File: src/rtl/audio_pacer_pkg.sv
package audio_pacer_pkg;
  localparam int unsigned DIV_W = 4;

  typedef enum logic [2:0] {
    WR_DAC_LH  = 3'd0,
    WR_DAC_LL  = 3'd1,
    WR_DAC_RH  = 3'd2,
    WR_DAC_RL  = 3'd3,
    WR_CTRL    = 3'd4,
    WR_DAC_THR = 3'd5,
    WR_ADC_THR = 3'd6,
    WR_ADC_POP = 3'd7
  } wr_sel_e;

  typedef enum logic [7:0] {
    CFG_NONE    = 8'd0,
    CFG_DAC_EN  = 8'd1,
    CFG_DAC_DIV = 8'd2,
    CFG_ADC_EN  = 8'd3,
    CFG_ADC_DIV = 8'd4
  } cfg_addr_e;

  typedef struct packed {
    logic             dac_en;
    logic [DIV_W-1:0] dac_div;
    logic             adc_en;
    logic [DIV_W-1:0] adc_div;
  } cfg_t;
endpackage

File: src/rtl/audio_cfg_regs.sv
module audio_cfg_regs
  import audio_pacer_pkg::*;
#(
  parameter int unsigned LVL_W = 8
) (
  input  logic             clk_i,
  input  logic             rst_ni,
  input  logic             wr_en_i,
  input  logic [2:0]       wr_sel_i,
  input  logic [15:0]      wr_data_i,
  output cfg_t             cfg_o,
  output logic [LVL_W-1:0] dac_thr_o,
  output logic [LVL_W-1:0] adc_thr_o
);
  cfg_t             cfg_q;
  logic [LVL_W-1:0] dac_thr_q, adc_thr_q;
  logic [7:0]       c_addr, c_data;

  assign c_addr = wr_data_i[15:8];
  assign c_data = wr_data_i[7:0];

  always_ff @(posedge clk_i or negedge rst_ni) begin
    if (!rst_ni) begin
      cfg_q     <= '0;
      dac_thr_q <= '0;
      adc_thr_q <= '0;
    end else if (wr_en_i) begin
      unique case (wr_sel_i)
        WR_CTRL: begin
          case (c_addr)
            CFG_DAC_EN:  cfg_q.dac_en  <= c_data[0];
            CFG_DAC_DIV: cfg_q.dac_div <= c_data[DIV_W-1:0];
            CFG_ADC_EN:  cfg_q.adc_en  <= c_data[0];
            CFG_ADC_DIV: cfg_q.adc_div <= c_data[DIV_W-1:0];
            default: ;
          endcase
        end
        WR_DAC_THR: dac_thr_q <= wr_data_i[LVL_W-1:0];
        WR_ADC_THR: adc_thr_q <= wr_data_i[LVL_W-1:0];
        default: ;
      endcase
    end
  end

  assign cfg_o     = cfg_q;
  assign dac_thr_o = dac_thr_q;
  assign adc_thr_o = adc_thr_q;

  AST_CFG_HOLD: assert property (@(posedge clk_i) disable iff (!rst_ni)
    !(wr_en_i && wr_sel_i == WR_CTRL) |=> $stable(cfg_q))
    else $error("cfg changed without control write");
endmodule

File: src/rtl/audio_rate_div.sv
module audio_rate_div #(
  parameter int unsigned DIV_W = 4
) (
  input  logic             clk_i,
  input  logic             rst_ni,
  input  logic             tick_i,
  input  logic             en_i,
  input  logic [DIV_W-1:0] div_i,
  output logic             strobe_o
);
  logic [DIV_W-1:0] cnt_q;
  logic             strobe_q;

  always_ff @(posedge clk_i or negedge rst_ni) begin
    if (!rst_ni) begin
      cnt_q    <= '0;
      strobe_q <= 1'b0;
    end else begin
      strobe_q <= 1'b0;
      if (!en_i) begin
        cnt_q <= '0;
      end else if (tick_i) begin
        // >= so a divider lowered mid-count wraps at once
        if (cnt_q >= div_i) begin
          cnt_q    <= '0;
          strobe_q <= 1'b1;
        end else begin
          cnt_q <= cnt_q + 1'b1;
        end
      end
    end
  end

  assign strobe_o = strobe_q;

  AST_STROBE_ON_TICK: assert property (@(posedge clk_i) disable iff (!rst_ni)
    strobe_o |-> $past(tick_i && en_i))
    else $error("strobe without tick");
  AST_NO_STROBE_OFF: assert property (@(posedge clk_i) disable iff (!rst_ni)
    !en_i |=> !strobe_o)
    else $error("strobe on disabled path");
endmodule

File: src/rtl/audio_level_cmp.sv
module audio_level_cmp #(
  parameter int unsigned LVL_W = 8,
  parameter bit          ABOVE = 1'b0
) (
  input  logic             clk_i,
  input  logic             rst_ni,
  input  logic             en_i,
  input  logic [LVL_W-1:0] level_i,
  input  logic [LVL_W-1:0] thr_i,
  output logic             irq_o
);
  logic hit, irq_q;

  generate
    if (ABOVE) begin : g_above
      assign hit = level_i > thr_i;
    end else begin : g_below
      assign hit = level_i < thr_i;
    end
  endgenerate

  always_ff @(posedge clk_i or negedge rst_ni) begin
    if (!rst_ni) irq_q <= 1'b0;
    else         irq_q <= en_i && hit;
  end

  assign irq_o = irq_q;

  AST_IRQ_OFF_DIS: assert property (@(posedge clk_i) disable iff (!rst_ni)
    !en_i |=> !irq_o)
    else $error("irq on disabled path");
  AST_IRQ_NEEDS_EN: assert property (@(posedge clk_i) disable iff (!rst_ni)
    irq_o |-> $past(en_i))
    else $error("irq without enable");
endmodule

File: src/rtl/audio_dac_pack.sv
module audio_dac_pack
  import audio_pacer_pkg::*;
#(
  parameter int unsigned SMP_W  = 24,
  parameter int unsigned WORD_W = 16
) (
  input  logic               clk_i,
  input  logic               rst_ni,
  input  logic               wr_en_i,
  input  logic [2:0]         wr_sel_i,
  input  logic [WORD_W-1:0]  wr_data_i,
  output logic               commit_o,
  output logic [2*SMP_W-1:0] sample_o
);
  localparam int unsigned LO_W = SMP_W - WORD_W;

  logic [WORD_W-1:0]  lh_q, rh_q;
  logic [LO_W-1:0]    ll_q;
  logic               commit_q;
  logic [2*SMP_W-1:0] sample_q;
  logic               is_rl;

  assign is_rl = wr_en_i && (wr_sel_i == WR_DAC_RL);

  always_ff @(posedge clk_i or negedge rst_ni) begin
    if (!rst_ni) begin
      lh_q     <= '0;
      ll_q     <= '0;
      rh_q     <= '0;
      commit_q <= 1'b0;
      sample_q <= '0;
    end else begin
      commit_q <= is_rl;
      if (wr_en_i) begin
        case (wr_sel_i)
          WR_DAC_LH: lh_q <= wr_data_i;
          WR_DAC_LL: ll_q <= wr_data_i[LO_W-1:0];
          WR_DAC_RH: rh_q <= wr_data_i;
          default: ;
        endcase
      end
      if (is_rl) sample_q <= {lh_q, ll_q, rh_q, wr_data_i[LO_W-1:0]};
    end
  end

  assign commit_o = commit_q;
  assign sample_o = sample_q;

  AST_COMMIT_CAUSE: assert property (@(posedge clk_i) disable iff (!rst_ni)
    commit_o |-> $past(wr_en_i && wr_sel_i == WR_DAC_RL))
    else $error("commit without right-low write");
  AST_SAMPLE_HELD: assert property (@(posedge clk_i) disable iff (!rst_ni)
    !commit_o |-> $stable(sample_o))
    else $error("sample changed without commit");
endmodule

File: src/rtl/audio_adc_unpack.sv
module audio_adc_unpack #(
  parameter int unsigned SMP_W  = 24,
  parameter int unsigned WORD_W = 16
) (
  input  logic               clk_i,
  input  logic               rst_ni,
  input  logic               pop_req_i,
  input  logic [1:0]         rd_sel_i,
  input  logic [2*SMP_W-1:0] sample_i,
  output logic               pop_o,
  output logic [WORD_W-1:0]  rd_data_o
);
  localparam int unsigned LO_W = SMP_W - WORD_W;

  logic               pop_q, cap_q;
  logic [2*SMP_W-1:0] hold_q;
  logic [SMP_W-1:0]   left, right;

  always_ff @(posedge clk_i or negedge rst_ni) begin
    if (!rst_ni) begin
      pop_q  <= 1'b0;
      cap_q  <= 1'b0;
      hold_q <= '0;
    end else begin
      pop_q <= pop_req_i;
      cap_q <= pop_q;  // FIFO returns data one cycle after pop
      if (cap_q) hold_q <= sample_i;
    end
  end

  assign left  = hold_q[2*SMP_W-1:SMP_W];
  assign right = hold_q[SMP_W-1:0];

  always_comb begin
    unique case (rd_sel_i)
      2'd0: rd_data_o = left[SMP_W-1:LO_W];
      2'd1: rd_data_o = {{(WORD_W-LO_W){1'b0}}, left[LO_W-1:0]};
      2'd2: rd_data_o = right[SMP_W-1:LO_W];
      default: rd_data_o = {{(WORD_W-LO_W){1'b0}}, right[LO_W-1:0]};
    endcase
  end

  assign pop_o = pop_q;

  AST_POP_FOLLOWS: assert property (@(posedge clk_i) disable iff (!rst_ni)
    pop_req_i |=> pop_o)
    else $error("pop missing");
  AST_HOLD_ONLY_CAP: assert property (@(posedge clk_i) disable iff (!rst_ni)
    !$past(pop_o) |=> $stable(hold_q))
    else $error("held sample changed without pop");
endmodule

File: src/rtl/audio_pacer.sv
module audio_pacer
  import audio_pacer_pkg::*;
#(
  parameter int unsigned LVL_W  = 8,
  parameter int unsigned SMP_W  = 24,
  parameter int unsigned WORD_W = 16
) (
  input  logic               clk_i,
  input  logic               rst_ni,
  input  logic               tick_i,
  input  logic               wr_en_i,
  input  logic [2:0]         wr_sel_i,
  input  logic [WORD_W-1:0]  wr_data_i,
  input  logic [1:0]         rd_sel_i,
  output logic [WORD_W-1:0]  rd_data_o,
  input  logic [LVL_W-1:0]   dac_level_i,
  input  logic [LVL_W-1:0]   adc_level_i,
  output logic               dac_strobe_o,
  output logic               adc_strobe_o,
  output logic               dac_irq_o,
  output logic               adc_irq_o,
  output logic               dac_commit_o,
  output logic [2*SMP_W-1:0] dac_sample_o,
  output logic               adc_pop_o,
  input  logic [2*SMP_W-1:0] adc_sample_i
);
  localparam int unsigned NPATH = 2;  // 0 = DAC, 1 = ADC

  cfg_t             cfg;
  logic [LVL_W-1:0] dac_thr, adc_thr;
  logic             path_en  [NPATH];
  logic [DIV_W-1:0] path_div [NPATH];
  logic [LVL_W-1:0] path_lvl [NPATH];
  logic [LVL_W-1:0] path_thr [NPATH];
  logic             path_stb [NPATH];
  logic             path_irq [NPATH];

  audio_cfg_regs #(.LVL_W(LVL_W)) u_cfg (
    .clk_i, .rst_ni, .wr_en_i, .wr_sel_i, .wr_data_i,
    .cfg_o(cfg), .dac_thr_o(dac_thr), .adc_thr_o(adc_thr)
  );

  assign path_en[0]  = cfg.dac_en;
  assign path_en[1]  = cfg.adc_en;
  assign path_div[0] = cfg.dac_div;
  assign path_div[1] = cfg.adc_div;
  assign path_lvl[0] = dac_level_i;
  assign path_lvl[1] = adc_level_i;
  assign path_thr[0] = dac_thr;
  assign path_thr[1] = adc_thr;

  for (genvar g = 0; g < NPATH; g++) begin : g_path
    audio_rate_div #(.DIV_W(DIV_W)) u_div (
      .clk_i, .rst_ni, .tick_i,
      .en_i(path_en[g]), .div_i(path_div[g]), .strobe_o(path_stb[g])
    );
    audio_level_cmp #(.LVL_W(LVL_W), .ABOVE(g == 1)) u_cmp (
      .clk_i, .rst_ni,
      .en_i(path_en[g]), .level_i(path_lvl[g]), .thr_i(path_thr[g]),
      .irq_o(path_irq[g])
    );
  end

  assign dac_strobe_o = path_stb[0];
  assign adc_strobe_o = path_stb[1];
  assign dac_irq_o    = path_irq[0];
  assign adc_irq_o    = path_irq[1];

  audio_dac_pack #(.SMP_W(SMP_W), .WORD_W(WORD_W)) u_dac (
    .clk_i, .rst_ni, .wr_en_i, .wr_sel_i, .wr_data_i,
    .commit_o(dac_commit_o), .sample_o(dac_sample_o)
  );

  audio_adc_unpack #(.SMP_W(SMP_W), .WORD_W(WORD_W)) u_adc (
    .clk_i, .rst_ni,
    .pop_req_i(wr_en_i && wr_sel_i == WR_ADC_POP),
    .rd_sel_i, .sample_i(adc_sample_i),
    .pop_o(adc_pop_o), .rd_data_o
  );

  AST_PATHS_QUIET_RST: assert property (@(posedge clk_i) disable iff (!rst_ni)
    $past(!rst_ni) |-> !(dac_strobe_o || adc_strobe_o || dac_irq_o || adc_irq_o))
    else $error("outputs active after reset");
endmodule

File: config.mk
export PLATFORM = sky130hd
export DESIGN_NAME = audio_pacer
export DESIGN_NICKNAME = d
export VERILOG_FILES = /design/src/rtl/audio_pacer_pkg.sv /design/src/rtl/audio_cfg_regs.sv /design/src/rtl/audio_rate_div.sv /design/src/rtl/audio_level_cmp.sv /design/src/rtl/audio_dac_pack.sv /design/src/rtl/audio_adc_unpack.sv /design/src/rtl/audio_pacer.sv
export SDC_FILE = /design/constraint.sdc
export NUM_CORES = 1
export LEC_CHECK = 0
export ABC_CLOCK_PERIOD_IN_PS = 2190
export BUFFER_PORTS_ARGS = -buffer_cell sky130_fd_sc_hd__buf_2
export CORE_ASPECT_RATIO = 1.4
export CORE_MARGIN = 2
export CORE_UTILIZATION = 55
export DETAILED_ROUTE_END_ITERATION = 10
export GPL_TIMING_DRIVEN = 0
export PLACE_DENSITY_LB_ADDON = 0.08
export SYNTH_ARGS = -nofsm -noshare
export SYNTH_HDL_FRONTEND = slang
export SYNTH_SLANG_ARGS = --single-unit
File: constraint.sdc
create_clock -name clk_i -period 2.19 [get_ports clk_i]
set_input_delay 0.219 -clock clk_i [delete_from_list [all_inputs] [get_ports clk_i]]
set_output_delay 0.219 -clock clk_i [all_outputs]
set_load 0.1 [all_outputs]
Yosys cells after proc, flatten, opt, wreduce, memory -nomap -nowiden
Index checks and enable logic that the tools add are counted.
{"block": "op_classes", "n_addsub": 2, "n_lt_le_gt_ge": 4, "eq_ne": 15, "muxes": 13, "n_reduce_logical": 15}
{"cell": "$pmux 16 s3", "n": 1}
{"cell": "$mux 4", "n": 6}
{"cell": "$eq 8x2->1 const B", "n": 2}
{"cell": "$eq 3x3->1 const B", "n": 4}
{"cell": "$reduce_and 3->1", "n": 4}
{"cell": "$reduce_and 2->1", "n": 5}
{"cell": "$add 4x1->4 const B", "n": 2}
{"cell": "$eq 8x1->1 const B", "n": 1}
{"cell": "$eq 8x3->1 const B", "n": 1}
{"cell": "$ge 4x4->1", "n": 2}
{"cell": "$gt 8x8->1", "n": 1}
{"cell": "$lt 8x8->1", "n": 1}
{"cell": "$eq 3x2->1 const B", "n": 2}
{"cell": "$mux 1", "n": 6}
{"cell": "$logic_and 1x1->1", "n": 4}
{"cell": "$ne 2x2->1 const B", "n": 2}
{"cell": "$eq 3x1->1 const B", "n": 1}
{"cell": "$logic_not 3->1", "n": 1}
{"cell": "$eq 2x1->1 const B", "n": 1}
{"cell": "$eq 2x2->1 const B", "n": 1}
{"cell": "$logic_not 2->1", "n": 1}
{"block": "word_totals", "regBits": 177, "inputBits": 89, "out_inout_bits": 70, "word_cells": 69}

Logic depth before layout (Yosys ltp)
{"block": "depth", "word_depth": 4, "depth_mapped": 7, "depth_no_buf": 6}

Hierarchy
From an unflattened synthesis, not the netlist that was laid out.
{"block": "hier_totals", "hier_cells": 517, "area_unflattened_um2": 7777.5}
{"mod": "audio_dac_pack", "instances": 1, "cells_per_inst": 191, "area_each_um2": 3368.2, "seq_area_each_um2": 2227.1}
{"mod": "audio_adc_unpack", "instances": 1, "cells_per_inst": 131, "area_each_um2": 2173.3, "seq_area_each_um2": 1251.2}
{"mod": "audio_cfg_regs", "instances": 1, "cells_per_inst": 65, "area_each_um2": 1049.8, "seq_area_each_um2": 650.6}
{"mod": "audio_rate_div", "instances": 2, "cells_per_inst": 37, "area_each_um2": 372.9, "seq_area_each_um2": 125.1}
{"mod": "audio_level_cmp (g_path[1].u_cmp)", "instances": 1, "cells_per_inst": 28, "area_each_um2": 222.7, "seq_area_each_um2": 25.0}
{"mod": "audio_level_cmp (g_path[0].u_cmp)", "instances": 1, "cells_per_inst": 27, "area_each_um2": 209.0, "seq_area_each_um2": 25.0}
{"mod": "audio_pacer", "instances": 1, "cells_per_inst": 1, "area_each_um2": 8.8, "seq_area_each_um2": 0.0}

Least setup slack after synthesis
OpenSTA, ideal clock, no wires.
{"block": "synth_timing", "kind": "input-to-output", "from": "in rd_sel_i[1]", "to": "out rd_data_o[10]", "arrival_time_ps": 2101, "required_time_ps": 1971, "path_slack_ps": -130, "path_stages": 4, "path_buffers": 2, "path_cell_list": "clkbuf_1 -> buf_2 -> mux2i_1 -> nor2_1"}
{"block": "synth_via", "elab_chain_cells": 2, "elab_cells_between_ends": 4, "cone_classes": "eq/ne: 2; mux: 1; reduce/logical: 1"}
{"element": "start: declaration", "line_no": "audio_pacer.sv:14", "text": "input logic [1:0] rd_sel_i,"}
{"element": "$eq 2x2->1, or another cell as far along", "line_no": "audio_adc_unpack.sv:35", "text": "unique case (rd_sel_i)"}
{"element": "$pmux 16 s3 *", "line_no": "audio_adc_unpack.sv:35"}
{"element": "end: declaration", "line_no": "audio_pacer.sv:15", "text": "output logic [WORD_W-1:0] rd_data_o,"}
Mark *: on every way between the ends. The rest lies on a longest branch, timed or not.

Worst setup path in the final report
{"block": "layout_timing", "from": "reg g_path[0].u_div.cnt_q[0]", "to": "reg g_path[0].u_div.strobe_q"}
{"block": "layout_via", "elab_chain_cells": 4}
{"element": "start: declaration", "line_no": "audio_rate_div.sv:11", "text": "logic [DIV_W-1:0] cnt_q;"}
{"element": "start signal: assignment", "line_no": "audio_rate_div.sv:28", "text": "cnt_q <= cnt_q + 1'b1;"}
{"element": "$ge 4x4->1", "line_no": "audio_rate_div.sv:24", "text": "if (cnt_q >= div_i) begin"}
{"element": "$mux 1", "line_no": "audio_rate_div.sv:24"}
{"element": "$mux 1", "line_no": "audio_rate_div.sv:22", "text": "end else if (tick_i) begin"}
{"element": "$mux 1", "line_no": "audio_rate_div.sv:20", "text": "if (!en_i) begin"}
{"element": "end signal: assignment", "line_no": "audio_rate_div.sv:17", "text": "strobe_q <= 1'b0;"}
{"element": "end signal: assignment", "line_no": "audio_rate_div.sv:19", "text": "strobe_q <= 1'b0;"}
{"element": "end signal: assignment", "line_no": "audio_rate_div.sv:26", "text": "strobe_q <= 1'b1;"}
{"element": "end: declaration", "line_no": "audio_rate_div.sv:12", "text": "logic strobe_q;"}
Every way passes these cells.
A chain may end at the register's enable or synchronous reset.

==> out/results.ini <==
[grt]
busiest_layer=met2
antenna_found_initial=0
use_met1_pct=28.27
track_usage_pct=23.38
grt_pass1_wl_mm=27.38
grt-ovfl-total=0
grt_max_degree=94
use_met3_pct=5.578
use_met2_pct=41.03
grt_pass1_vias=5478

[synth]
yosysSeqAreaShare_pct=57.72
ys.flop_type=dfrtp_1
synthTopCellsByArea=dfrtp_1, mux2_2, nand2_1
yosysTopAreaCellShare_pct=57.72
synth_seq_cells=177
synth-edff-count=0
syn_area_um2=7674
syn_inst=628
synthMostInstantiatedCell=dfrtp_1
syn_avg_cell_area_um2=12.22
syn-num-nets=742
netlist.top_cell.by_area=dfrtp_1
async_reset_ff_share_pct=100.0
synthTopCellsByCount=dfrtp_1, nand2_1, mux2_2, inv_1, ha_1
yosysWarnings=0
ys_types=36

[critical_path]
ff2ff_path_depth=6
reg2reg_slack_ns=0.26
worstReg2RegStart=g_path[0].u_div.cnt_q[0]$_DFFE_PN0P_
crit_path_end_kind=register
start_kind=register
reg2reg_to=g_path[0].u_div.strobe_o$_DFF_PN0_
crit_fanout=5
crit_arrival_ns=2.24
path_class=register to register
worstSetupStartpoint=g_path[0].u_div.cnt_q[0]$_DFFE_PN0P_
required_ns=2.50

[floorplanning]
start_util_pct=55.67
rows=51
die_y_um=143.8
die_width_um=103.8
dieArea_um2=14930
io_pins=159
fp.coreArea_um2=13780

[pwr]
leakage_nw=4.612
p_per_area_nw_per_um2=1153
ir_worst_vdd_mv=0.9868

[drt]
via_per_inst=5.315
first_pass_iters=7
drc=0
drtIter0Drc=170
final_antenna_net_count=0
wl_per_cell_um=16.80
drt_wl_total_mm=16.80
vias=5315

[timing]
maxSlewHeadroom_pct=54.85
fmax_ghz=0.5187
tightestPinTransition_ns=0.6743
hold_viol_final=0
rsz0062_at_grt=no
tns_ns=0
period_share_pct=88.03
final_max_slew_viol_count=0
fin_crit_ns=1.928
skew_ns=0.006658
setup_viol=0

[clocking]
cts_buffer_depth=2
htree_levels=4
cts.clk_slew.worst_paths_ns=0.07
holdBufCountCts=1
worstSkewPairLatency_ns=0.43
cts.repair.resized=0
postCtsSetupRepairBufs=0
clockRootBuffer=clkbuf_16
cts_sinks=177
tritoncts=built
cts_made_buffers=17

[placement]
dp_hpwl_mm=12.03
io_buffers=153
gp_congestion=0.8584

[min_path]
whs_path_depth=2
holdCritPathClass=input port to register
hp-start=adc_sample_i[31]
min_delay_worst_endpoint=u_adc.hold_q[31]$_DFFE_PN0P_

[finish]
num_antenna_cells=0
syn_to_final_growth_pct=21.07
fin_nets=916
drive_above_1_share_pct=40.98
final_core_util_pct=67.40

[run_status]
outcome=completed

[job]
cap_violations=0

how the worst max path moves through the flow:
| stage | cells past startpoint | end |
|---|---|---|
| finish | 6 | g_path[0].u_div.strobe_o$_DFF_PN0_ |
| global route | 6 | g_path[1].u_div.cnt_q[3]$_DFFE_PN0P_ |
| CTS | 6 | g_path[0].u_div.strobe_o$_DFF_PN0_ |
| detailed placement | 4 | rd_data_o[2] |
| global placement | 1 | u_dac.sample_o[30]$_DFFE_PN0P_ |
| floorplan | 4 | rd_data_o[10] |
area by class of cell:
| class | count | area, µm² |
|---|---|---|
| Clock inverter | 14 | 122.6 |
| Clock buffer | 18 | 429.2 |
| Timing Repair Buffer | 155 | 813.3 |
| Inverter | 28 | 105.1 |
| Buffer | 26 | 120.1 |
| Multi-Input combinational cell | 397 | 3039 |
| Sequential cell | 177 | 4429 |
| Fill cell | 1072 | 4493 |
| Tap cell | 185 | 231.5 |
cell families after synthesis:
logic type               after synthesis  share of synthesized area [%]
AO/OA/AOI/OAI                         40                          3.506
adder cells (fa/ha/maj)               25                          4.076
buffers and inverters                 54                          2.935
flip-flops                           177                          57.72
multiplexers                         130                          20.12
AND/OR/NAND/NOR                      202                          11.64
metal layers:
metal | wire (µm) | vias up | share of wire, %
li1 | - | 2483 | -
met5 | 0 | - | 0
met4 | 365 | 0 | 2.2
met1 | 6861 | 2646 | 41
met2 | 8709 | 163 | 52
met3 | 868 | 23 | 5.2
cells in the final DEF (no fill, tap or decap), types with 2 or more instances in the layout:
| master | n |
|---|---|
| o21a_1 | 2 |
| mux4_2 | 8 |
| buf_2 | 161 |
| clkinvlp_4 | 3 |
| nand3_1 | 6 |
| clkbuf_16 | 17 |
| inv_1 | 28 |
| a21oi_1 | 13 |
| nor3b_1 | 2 |
| inv_6 | 4 |
| a31oi_1 | 2 |
| buf_4 | 3 |
| nor3_2 | 3 |
| nor2_2 | 8 |
| nor2_1 | 8 |
| inv_8 | 3 |
| mux2_2 | 114 |
| dfrtp_1 | 177 |
| nor2b_1 | 2 |
| ha_1 | 25 |
| o21ai_0 | 5 |
| a211oi_1 | 3 |
| and4_1 | 2 |
| nor4_1 | 3 |
| mux2i_1 | 8 |
| o211a_1 | 2 |
| clkbuf_1 | 14 |
| o211ai_1 | 3 |
| clkinv_4 | 3 |
| nand2_1 | 149 |
| nand2b_1 | 12 |
| o2111ai_1 | 8 |
critical path: stages, from the launching register on:
cell and delay, ns:
dfrtp_1 0.40, inv_1 0.08, ha_1 0.26, nand2b_1 0.13, a211oi_1 0.54, nor2_1 0.17
o211a_1 0.24
power breakdown:
part	internal (mW)	switching (mW)
registers	3.91	0.329
logic	0.825	2.79
clock network	1.49	1.36
total	6.23	4.48
through the flow:
| stage | setup WS [ns] | power, mW | hold WS [ns] | instances | cell area (µm²) |
|---|---|---|---|---|---|
| final | 0.2621 | 10.71 | 0.02026 | 1000 | 9290 |
| after global routing | 0.1452 | 11.17 | 0.01208 | 1000 | 9290 |
| after global placement | -1.745 | 7.819 | 0.3563 | 966 | 8691 |
| after detailed placement | 0.3063 | 7.932 | 0.2511 | 967 | 8728 |
| after CTS | 0.2961 | 10.79 | 0.009130 | 1000 | 9290 |
| after floorplan | 0.3208 | 7.187 | -0.07659 | 628 | 7694 |
sequential cells by signal, indices dropped and copies added (netlist names):
name / count
u_adc.hold_q: 48
u_dac.sample_o: 48
u_dac.lh_q: 16
u_dac.rh_q: 16
u_cfg.cfg_o: 10
g_path.u_div.cnt_q: 8
u_cfg.adc_thr_o: 8
u_cfg.dac_thr_o: 8
u_dac.ll_q: 8
g_path.u_cmp.irq_o: 2
g_path.u_div.strobe_o: 2
u_adc.cap_q: 1
u_adc.pop_o: 1
u_dac.commit_o: 1
Power figures use the tool's default switching activity.
